===== src/rtl/pswallow_pkg.sv =====
package pswallow_pkg;

    // Registered outputs of the top-level control.
    typedef struct packed {
        logic div_out;
        logic cfg_err;
    } ctl_state_t;

    localparam int unsigned DEF_SW_W   = 7;
    localparam int unsigned DEF_PG_W   = 11;
    localparam int unsigned DEF_PG_MIN = 16;

endpackage


===== src/rtl/dm_swallow_ctr.sv =====
module dm_swallow_ctr #(
    parameter int unsigned W = 7
) (
    input  logic         clk,
    input  logic         rst_n,
    input  logic         load,
    input  logic         dec,
    input  logic [W-1:0] load_val,
    output logic         nonzero
);

    logic [W-1:0] count_d, count_q;

    always_comb begin
        count_d = count_q;
        if (load) begin
            count_d = load_val;
        end else if (dec && (count_q != '0)) begin
            count_d = count_q - 1'b1;
        end
    end

    always_ff @(posedge clk or negedge rst_n) begin
        if (!rst_n) begin
            count_q <= '0;
        end else begin
            count_q <= count_d;
        end
    end

    assign nonzero = (count_q != '0);

    // the count moves only on a load or a strobe
    a_r2_sw_hold: assert property (@(posedge clk) disable iff (!rst_n)
        (!load && !dec) |=> $stable(count_q));

    // once exhausted the count sits at zero until reloaded
    a_r2_sw_floor: assert property (@(posedge clk) disable iff (!rst_n)
        (!load && count_q == '0) |=> (count_q == '0));

endmodule


===== src/rtl/dm_prog_ctr.sv =====
module dm_prog_ctr #(
    parameter int unsigned W = 11
) (
    input  logic         clk,
    input  logic         rst_n,
    input  logic         load,
    input  logic         dec,
    input  logic [W-1:0] load_val,
    output logic         last,
    output logic         empty
);

    logic [W-1:0] count_d, count_q;

    always_comb begin
        count_d = count_q;
        if (load) begin
            count_d = load_val;
        end else if (dec && (count_q != '0)) begin
            count_d = count_q - 1'b1;
        end
    end

    always_ff @(posedge clk or negedge rst_n) begin
        if (!rst_n) begin
            count_q <= '0;
        end else begin
            count_q <= count_d;
        end
    end

    assign last  = (count_q == W'(1));
    assign empty = (count_q == '0);

    // every strobe short of expiry takes exactly one off the count
    a_r3_pg_step: assert property (@(posedge clk) disable iff (!rst_n)
        (dec && !load && count_q > W'(1)) |=> (count_q == $past(count_q) - 1'b1));

endmodule


===== src/rtl/pswallow_divctl.sv =====
module pswallow_divctl
    import pswallow_pkg::*;
#(
    parameter int unsigned SW_W   = DEF_SW_W,
    parameter int unsigned PG_W   = DEF_PG_W,
    parameter int unsigned PG_MIN = DEF_PG_MIN
) (
    input  logic            clk,
    input  logic            rst_n,
    input  logic            pre_pulse,
    input  logic [SW_W-1:0] swallow_val,
    input  logic [PG_W-1:0] prog_val,
    output logic            mod_hi,
    output logic            div_out,
    output logic            cfg_err
);

    localparam int unsigned CMP_W = (SW_W > PG_W) ? SW_W : PG_W;

    ctl_state_t st_d, st_q;
    logic       pg_last, pg_empty;
    logic       wrap, reload;
    logic [CMP_W-1:0] a_ext, n_ext;

    // A cycle ends on the strobe that consumes the last main count;
    // an empty main counter (after reset) loads without an output strobe.
    assign wrap   = pre_pulse && pg_last;
    assign reload = wrap || pg_empty;
    assign a_ext  = CMP_W'(swallow_val);
    assign n_ext  = CMP_W'(prog_val);

    dm_swallow_ctr #(.W(SW_W)) u_swallow (
        .clk      (clk),
        .rst_n    (rst_n),
        .load     (reload),
        .dec      (pre_pulse),
        .load_val (swallow_val),
        .nonzero  (mod_hi)
    );

    dm_prog_ctr #(.W(PG_W)) u_prog (
        .clk      (clk),
        .rst_n    (rst_n),
        .load     (reload),
        .dec      (pre_pulse),
        .load_val (prog_val),
        .last     (pg_last),
        .empty    (pg_empty)
    );

    always_comb begin
        st_d         = st_q;
        st_d.div_out = wrap;
        if (reload) begin
            st_d.cfg_err = (n_ext < CMP_W'(PG_MIN)) || (a_ext > n_ext);
        end
    end

    always_ff @(posedge clk or negedge rst_n) begin
        if (!rst_n) begin
            st_q <= '0;
        end else begin
            st_q <= st_d;
        end
    end

    assign div_out = st_q.div_out;
    assign cfg_err = st_q.cfg_err;

    // an output strobe always follows a prescaler strobe
    a_r3_pulse_src: assert property (@(posedge clk) disable iff (!rst_n)
        div_out |-> $past(pre_pulse));

    // the error flag changes only when the counters reload
    a_r7_err_hold: assert property (@(posedge clk) disable iff (!rst_n)
        !reload |=> $stable(cfg_err));

    // between strobes inside a cycle the modulus request is frozen
    a_r6_mod_hold: assert property (@(posedge clk) disable iff (!rst_n)
        (!pre_pulse && !pg_empty) |=> $stable(mod_hi));

endmodule


===== config.mk =====
export PLATFORM = sky130hd
export DESIGN_NAME = pswallow_divctl
export DESIGN_NICKNAME = d
export VERILOG_FILES = /design/src/rtl/pswallow_pkg.sv /design/src/rtl/dm_swallow_ctr.sv /design/src/rtl/dm_prog_ctr.sv /design/src/rtl/pswallow_divctl.sv
export SDC_FILE = /design/constraint.sdc
export NUM_CORES = 1
export LEC_CHECK = 0
export CORE_ASPECT_RATIO = 1.1
export CORE_UTILIZATION = 40
export CTS_BUF_LIST = sky130_fd_sc_hd__clkbuf_4
export CTS_CLUSTER_DIAMETER = 30
export DETAILED_ROUTE_END_ITERATION = 16
export GPL_ROUTABILITY_DRIVEN = 1
export PLACE_DENSITY = 0.73
export REMOVE_ABC_BUFFERS = 1
export SYNTH_ARGS = -nofsm -noshare
export SYNTH_HDL_FRONTEND = slang
export SYNTH_SLANG_ARGS = --single-unit

===== constraint.sdc =====
create_clock -name clk -period 2.3 [get_ports clk]
set_input_delay 0.46 -clock clk [delete_from_list [all_inputs] [get_ports clk]]
set_output_delay 0.46 -clock clk [all_outputs]
set_load 0.02 [all_outputs]

=== Yosys cells after proc, flatten, opt, wreduce, memory -nomap -nowiden ===
Index checks and enable logic that the tools add are counted.

* Register bits: 20
* Logic and storage cells: 23

* $add $sub $neg: 2
* Mux-type cells: 4
* Reduce and logical (&&, ||, !) cells: 10
* Order comparisons: 2
* Eq/ne operators: 1

{| class="wikitable"
|+ Operator list
! kind !! number
|-
| 11-bit two-way mux || 2
|-
| 7-bit two-way mux || 2
|-
| 11-bit by 1-bit equality test with 1-bit output (second input constant) || 1
|-
| 7-bit by 11-bit > comparator with 1-bit output || 1
|-
| 11-bit logical NOT || 1
|-
| 11-bit by 5-bit less-than comparator with 1-bit output (second input constant) || 1
|-
| 11-bit nonzero test || 1
|-
| 11-bit by 1-bit subtractor with 11-bit output (second input constant) || 1
|-
| 7-bit nonzero test || 1
|-
| 7-bit by 1-bit subtractor with 7-bit output (second input constant) || 1
|-
| 2-bit nonzero test || 2
|-
| 1-bit logical AND || 3
|-
| 1-bit logical OR || 2
|}

=== Depth between registers and ports, before layout ===
* Word-level depth: 4
* Mapped depth: 8

=== Modules after synthesis ===
A second synthesis with hierarchy kept.

* Cells, all modules: 163
* Area, all modules: 1447.6 um2

{| class="wikitable"
|+ By module, submodules not included
! module !! cells an instance !! instances !! area each (um2)
|-
| dm_prog_ctr || 78 || 1 || 693.2
|-
| dm_swallow_ctr || 50 || 1 || 475.5
|-
| pswallow_divctl || 35 || 1 || 279.0
|}

=== Worst setup path after synthesis ===
Ideal clock, no wire load.

* Kind: reg2reg
* From: register u_prog.count_q[7]
* To: register u_prog.count_q[9]
* Clock period less this slack: 2052 ps
* Data arrival time: 1923 ps
* Buffers on the path: 2
* Setup time: 129 ps
* Data required time: 2171 ps
* Cell stages (with the launch flop): 7
* Setup slack: 248 ps
* Cell sequence: dfrtp_1 > or4_1 > buf_2 > or4_4 > buf_6 > o22ai_1 > a21oi_1

* Word-level cells in the longest chain between the ends: 4
* Elaborated cells on any way between the ends: 10

{| class="wikitable"
|+ RTL lines
! element !! line !! RTL
|-
| start: declaration || dm_prog_ctr.sv:13 || <nowiki>logic [W-1:0] count_d, count_q;</nowiki>
|-
| start signal: assignment || dm_prog_ctr.sv:28 || <nowiki>count_q <= count_d;</nowiki>
|-
| parallel branches: the longest is 4 deep, another holds 11-bit by 1-bit subtractor with 11-bit output || - ||
|}

Several ways; the timed one is not identified. The select of a mux whose other input is x is not followed.
A chain may end at the register's enable or synchronous reset.

=== Worst setup path after layout ===
* From: register u_swallow.count_q[4]
* To: output mod_hi

* Word-level cells in the longest chain between the ends: 1

{| class="wikitable"
|+ RTL lines
! element !! line !! RTL
|-
| start: declaration || dm_swallow_ctr.sv:12 || <nowiki>logic [W-1:0] count_d, count_q;</nowiki>
|-
| start signal: assignment || dm_swallow_ctr.sv:27 || <nowiki>count_q <= count_d;</nowiki>
|-
| 7-bit nonzero test || dm_swallow_ctr.sv:31 || <nowiki>assign nonzero = (count_q != '0);</nowiki>
|-
| end: declaration || pswallow_divctl.sv:13 || <nowiki>output logic mod_hi,</nowiki>
|}

Every way passes these cells.

==> results.rst <==
.. list-table::
   :header-rows: 1

   * - Metric
     - Value
   * - Post-layout total power
     - 1.49 mW
   * - Hold Violations, Final
     - 0
   * - Routed WL per cell
     - 12.9 um
   * - Antenna Diode Count
     - 0
   * - Post-synthesis cell count
     - 170
   * - Number of enable-type register cells in the synthesized netlist
     - 0
   * - Worst Path Arrival
     - 1.69 ns
   * - Top-Level Pins
     - 24
   * - Post-detailed-placement half-perimeter wirelength
     - 2430 um
   * - Final-layout fill cell count
     - 331
   * - Cell area after synthesis
     - 1420 sq um
   * - Slowest stage delay, CP
     - 0.42 ns
   * - Starting Density
     - 42.4%
   * - Setup CP Type
     - reg2out
   * - Clock latency on the worst-skew pair
     - 0.30 ns
   * - H-tree Lvls
     - 1
   * - Cell Chain, Critical Path
     - or3_1 -> nor4b_2 -> inv_1 -> clkbuf_2
   * - First-pass GRT wire length
     - 5420 um
   * - Minimum period implied by the final worst setup slack
     - 2.15 ns
   * - Hold slack final
     - 0.480 ns
   * - Finished Layout Cells
     - 249
   * - Placed cell area
     - 1750 sq um
   * - Vias in the first global route
     - 1,208
   * - Leakage power summed over all cells
     - 0.792 nW
   * - Detailed-routing iteration count for the pre-antenna-repair pass
     - 4
   * - Area taken by flip-flops and latches
     - 500 sq um
   * - Layout cells sized above 1
     - 13.9%
   * - Residual DRC
     - 0
   * - Top achievable clock speed
     - 0.465 GHz
   * - Worst Max-Slew Pin Slew
     - 0.488 ns
   * - Area overhead of the layout relative to synthesis
     - 25.2%
   * - Number of antenna violations at the first check in global routing
     - 0
   * - Master of the slowest instance on the critical path
     - dfrtp_1
   * - Flip-flop and latch count after synthesis
     - 20
   * - RSZ-0062 raised after global routing
     - no
   * - Fin nets
     - 236
   * - Total number of vias
     - 1,277
   * - Part of the power in registers
     - 44.6%
   * - Clk pin slew, worst setup/hold paths
     - 0.12 ns
   * - Clock share of power
     - 11.5%
   * - Initial DRC Count
     - 48
   * - Switch Pwr
     - 614 uW
   * - Number of buffers created by CTS
     - 3
   * - Register area share after synthesis
     - 35.2%
   * - Class of the worst hold path
     - in2async
   * - Placer Congestion
     - 0.799
   * - Critical path origin
     - u_swallow.count_q[4]
   * - Cells after DPL
     - 245
   * - Core Region
     - 3360 sq um
   * - Die Y
     - 64.5 um
   * - Post-route ant nets
     - 0
   * - Number of different library cells in the post-synthesis netlist
     - 35
   * - VDD IR-drop max
     - 0.413 mV
   * - Max Cap Viol
     - 0
   * - CTS Buffer Depth
     - 2
   * - Headroom to the max-slew limit
     - 67.1%
   * - Count of final max-slew check failures
     - 0
   * - Crit Reg-Reg Endpoint
     - u_prog.count_q[10]
   * - Pint
     - 878 uW
   * - Sort of element at the start of the critical path
     - register
   * - Worst flop-to-flop path startpoint
     - u_prog.count_q[3]
   * - Largest delay contributor family on the critical path
     - simple AND/OR/NAND/NOR gates
   * - Clock skew
     - 0.0119 ns
   * - Pwr/cell area
     - 837 nW/um^2
   * - Setup violations, final
     - 0
   * - Share of the cycle needed by the critical path after routing
     - 93.4%
   * - Overall die area
     - 3800 sq um
   * - Minimum setup slack in the final design
     - 0.151 ns
   * - Largest net degree at the start of global routing
     - 23
   * - Crit path capture type
     - output port
   * - Synth area leader
     - dfrtp_1
   * - Switching share of power
     - 41.2%
   * - Number of buffers and inverters on the critical path
     - 2
   * - Required time of the critical path
     - 1.84 ns
   * - Sink Count
     - 20
   * - Cell types with the largest area share after synthesis
     - dfrtp_1 (35%), ha_1 (11%), a21oi_1 (7.0%)
   * - Die span in x
     - 58.9 um
   * - Per-instance average area after synthesis
     - 8.37 sq um
   * - Footprint of the multi-input gates
     - 822 sq um
   * - Total Wirelength
     - 3210 um
   * - Area share of the leading cell type in the synthesized netlist
     - 35.2%
   * - Most instantiated flip-flop cell in the synthesis netlist
     - dfrtp_1
   * - Async set or reset register ratio after synthesis
     - 100%
   * - Synth Warn #
     - 0
   * - Count of standard-cell rows
     - 22
   * - Depth of the most critical reg-to-reg path
     - 5
   * - Area of all placed cells without fillers
     - 1780 sq um
   * - Worst setup timing slack at the placement stage
     - 0.128 ns
   * - Total grt overflow
     - 0
   * - Root buffer cell
     - clkbuf_4
   * - Max Fanout on Critical Path
     - 3
   * - Logic gate share of total power
     - 43.9%
   * - Reg2reg setup slack
     - 0.23 ns
   * - Leading cell types by count after synthesis
     - a21oi_1 (20), dfrtp_1 (20), nand2_1 (19)
   * - Layout Utilization
     - 53.1%
   * - TritonCTS clock tree
     - built
   * - Setup total negative slack
     - 0 ns
   * - GRT Util Overall
     - 18.5%
   * - Port Buffer Count
     - 23
   * - Outcome
     - complete, no violations
   * - Post-detailed-route via-to-cell ratio
     - 5.13
-- how the worst max path moves through the flow --
stage,slack [ns],depth (start not counted),end
after global routing,0.08,5,u_prog.count_q[10]
after floorplan,0.17,5,u_prog.count_q[3]
final,0.15,4,mod_hi
after detailed placement,0.13,5,u_prog.count_q[10]
after global placement,0.17,4,u_prog.count_q[10]
after CTS,0.01,4,mod_hi
-- cell type report --
class / count / share of cell area [%]
Clock buffer: 3 / 1.26
Multi-Input combinational cell: 128 / 46.1
Tap cell: 48 / 3.37
Inverter: 17 / 3.58
Sequential cell: 20 / 28.1
Timing Repair Buffer: 33 / 17.6
-- power groups by stage --
stage | clock (mW) | sequential [mW] | combinational (mW)
finish | 0.172 | 0.665 | 0.655
global route | 0.192 | 0.689 | 0.746
floorplan | 0 | 0.642 | 0.449
CTS | 0.175 | 0.657 | 0.647
detailed placement | 0 | 0.666 | 0.646
global placement | 0 | 0.659 | 0.636
-- registers in the layout (all words and copies together) (netlist names) --
register / flops
u_prog.count_q: 11
u_swallow.count_q: 7
cfg_err: 1
div_out: 1
-- kinds of logic after synthesis --
| family | synth area share (%) |
|---|---|
| simple gates | 23.2 |
| compound gates | 20.2 |
| buf+inv | 7.56 |
| flops | 35.2 |
| fa+ha+maj | 10.6 |
| xor+xnor | 2.46 |
| mux | 0.792 |
-- metal layers --
layer  vias to the layer above  share of wire (%)  global-route usage (%)
met5                         -                  0                       0
met1                       579                 49                    24.7
li1                        671                  -                       -
met3                         4                3.2                    2.40
met2                        23                 47                    31.0
met4                         0                1.1                    5.65
-- layout by cell type (no fill, tap or decap), types with 2 or more instances in the layout --
cell type,synthesis,routed
a21oi_1,20,20
a21oi_2,5,5
buf_4,0,9
clkbuf_4,0,3
clkdlybuf4s50_1,0,22
dfrtp_1,20,20
ha_1,12,12
inv_1,17,17
nand2_1,19,19
nand3_1,8,8
nand4_1,2,2
nor2_1,10,10
nor3_1,6,6
nor4_1,7,7
o21ai_0,8,8
o21ai_1,6,6
o22ai_1,3,3
or4_4,1,3
xnor2_1,3,3
-- repair_timing --
action,CTS,global route
gates resized for setup,1,4
hold buffers,0,0
setup endpoints to repair,1,2
pin swaps,0,2
setup buffers,0,1
No activity file was read; power rests on OpenSTA's default activity.
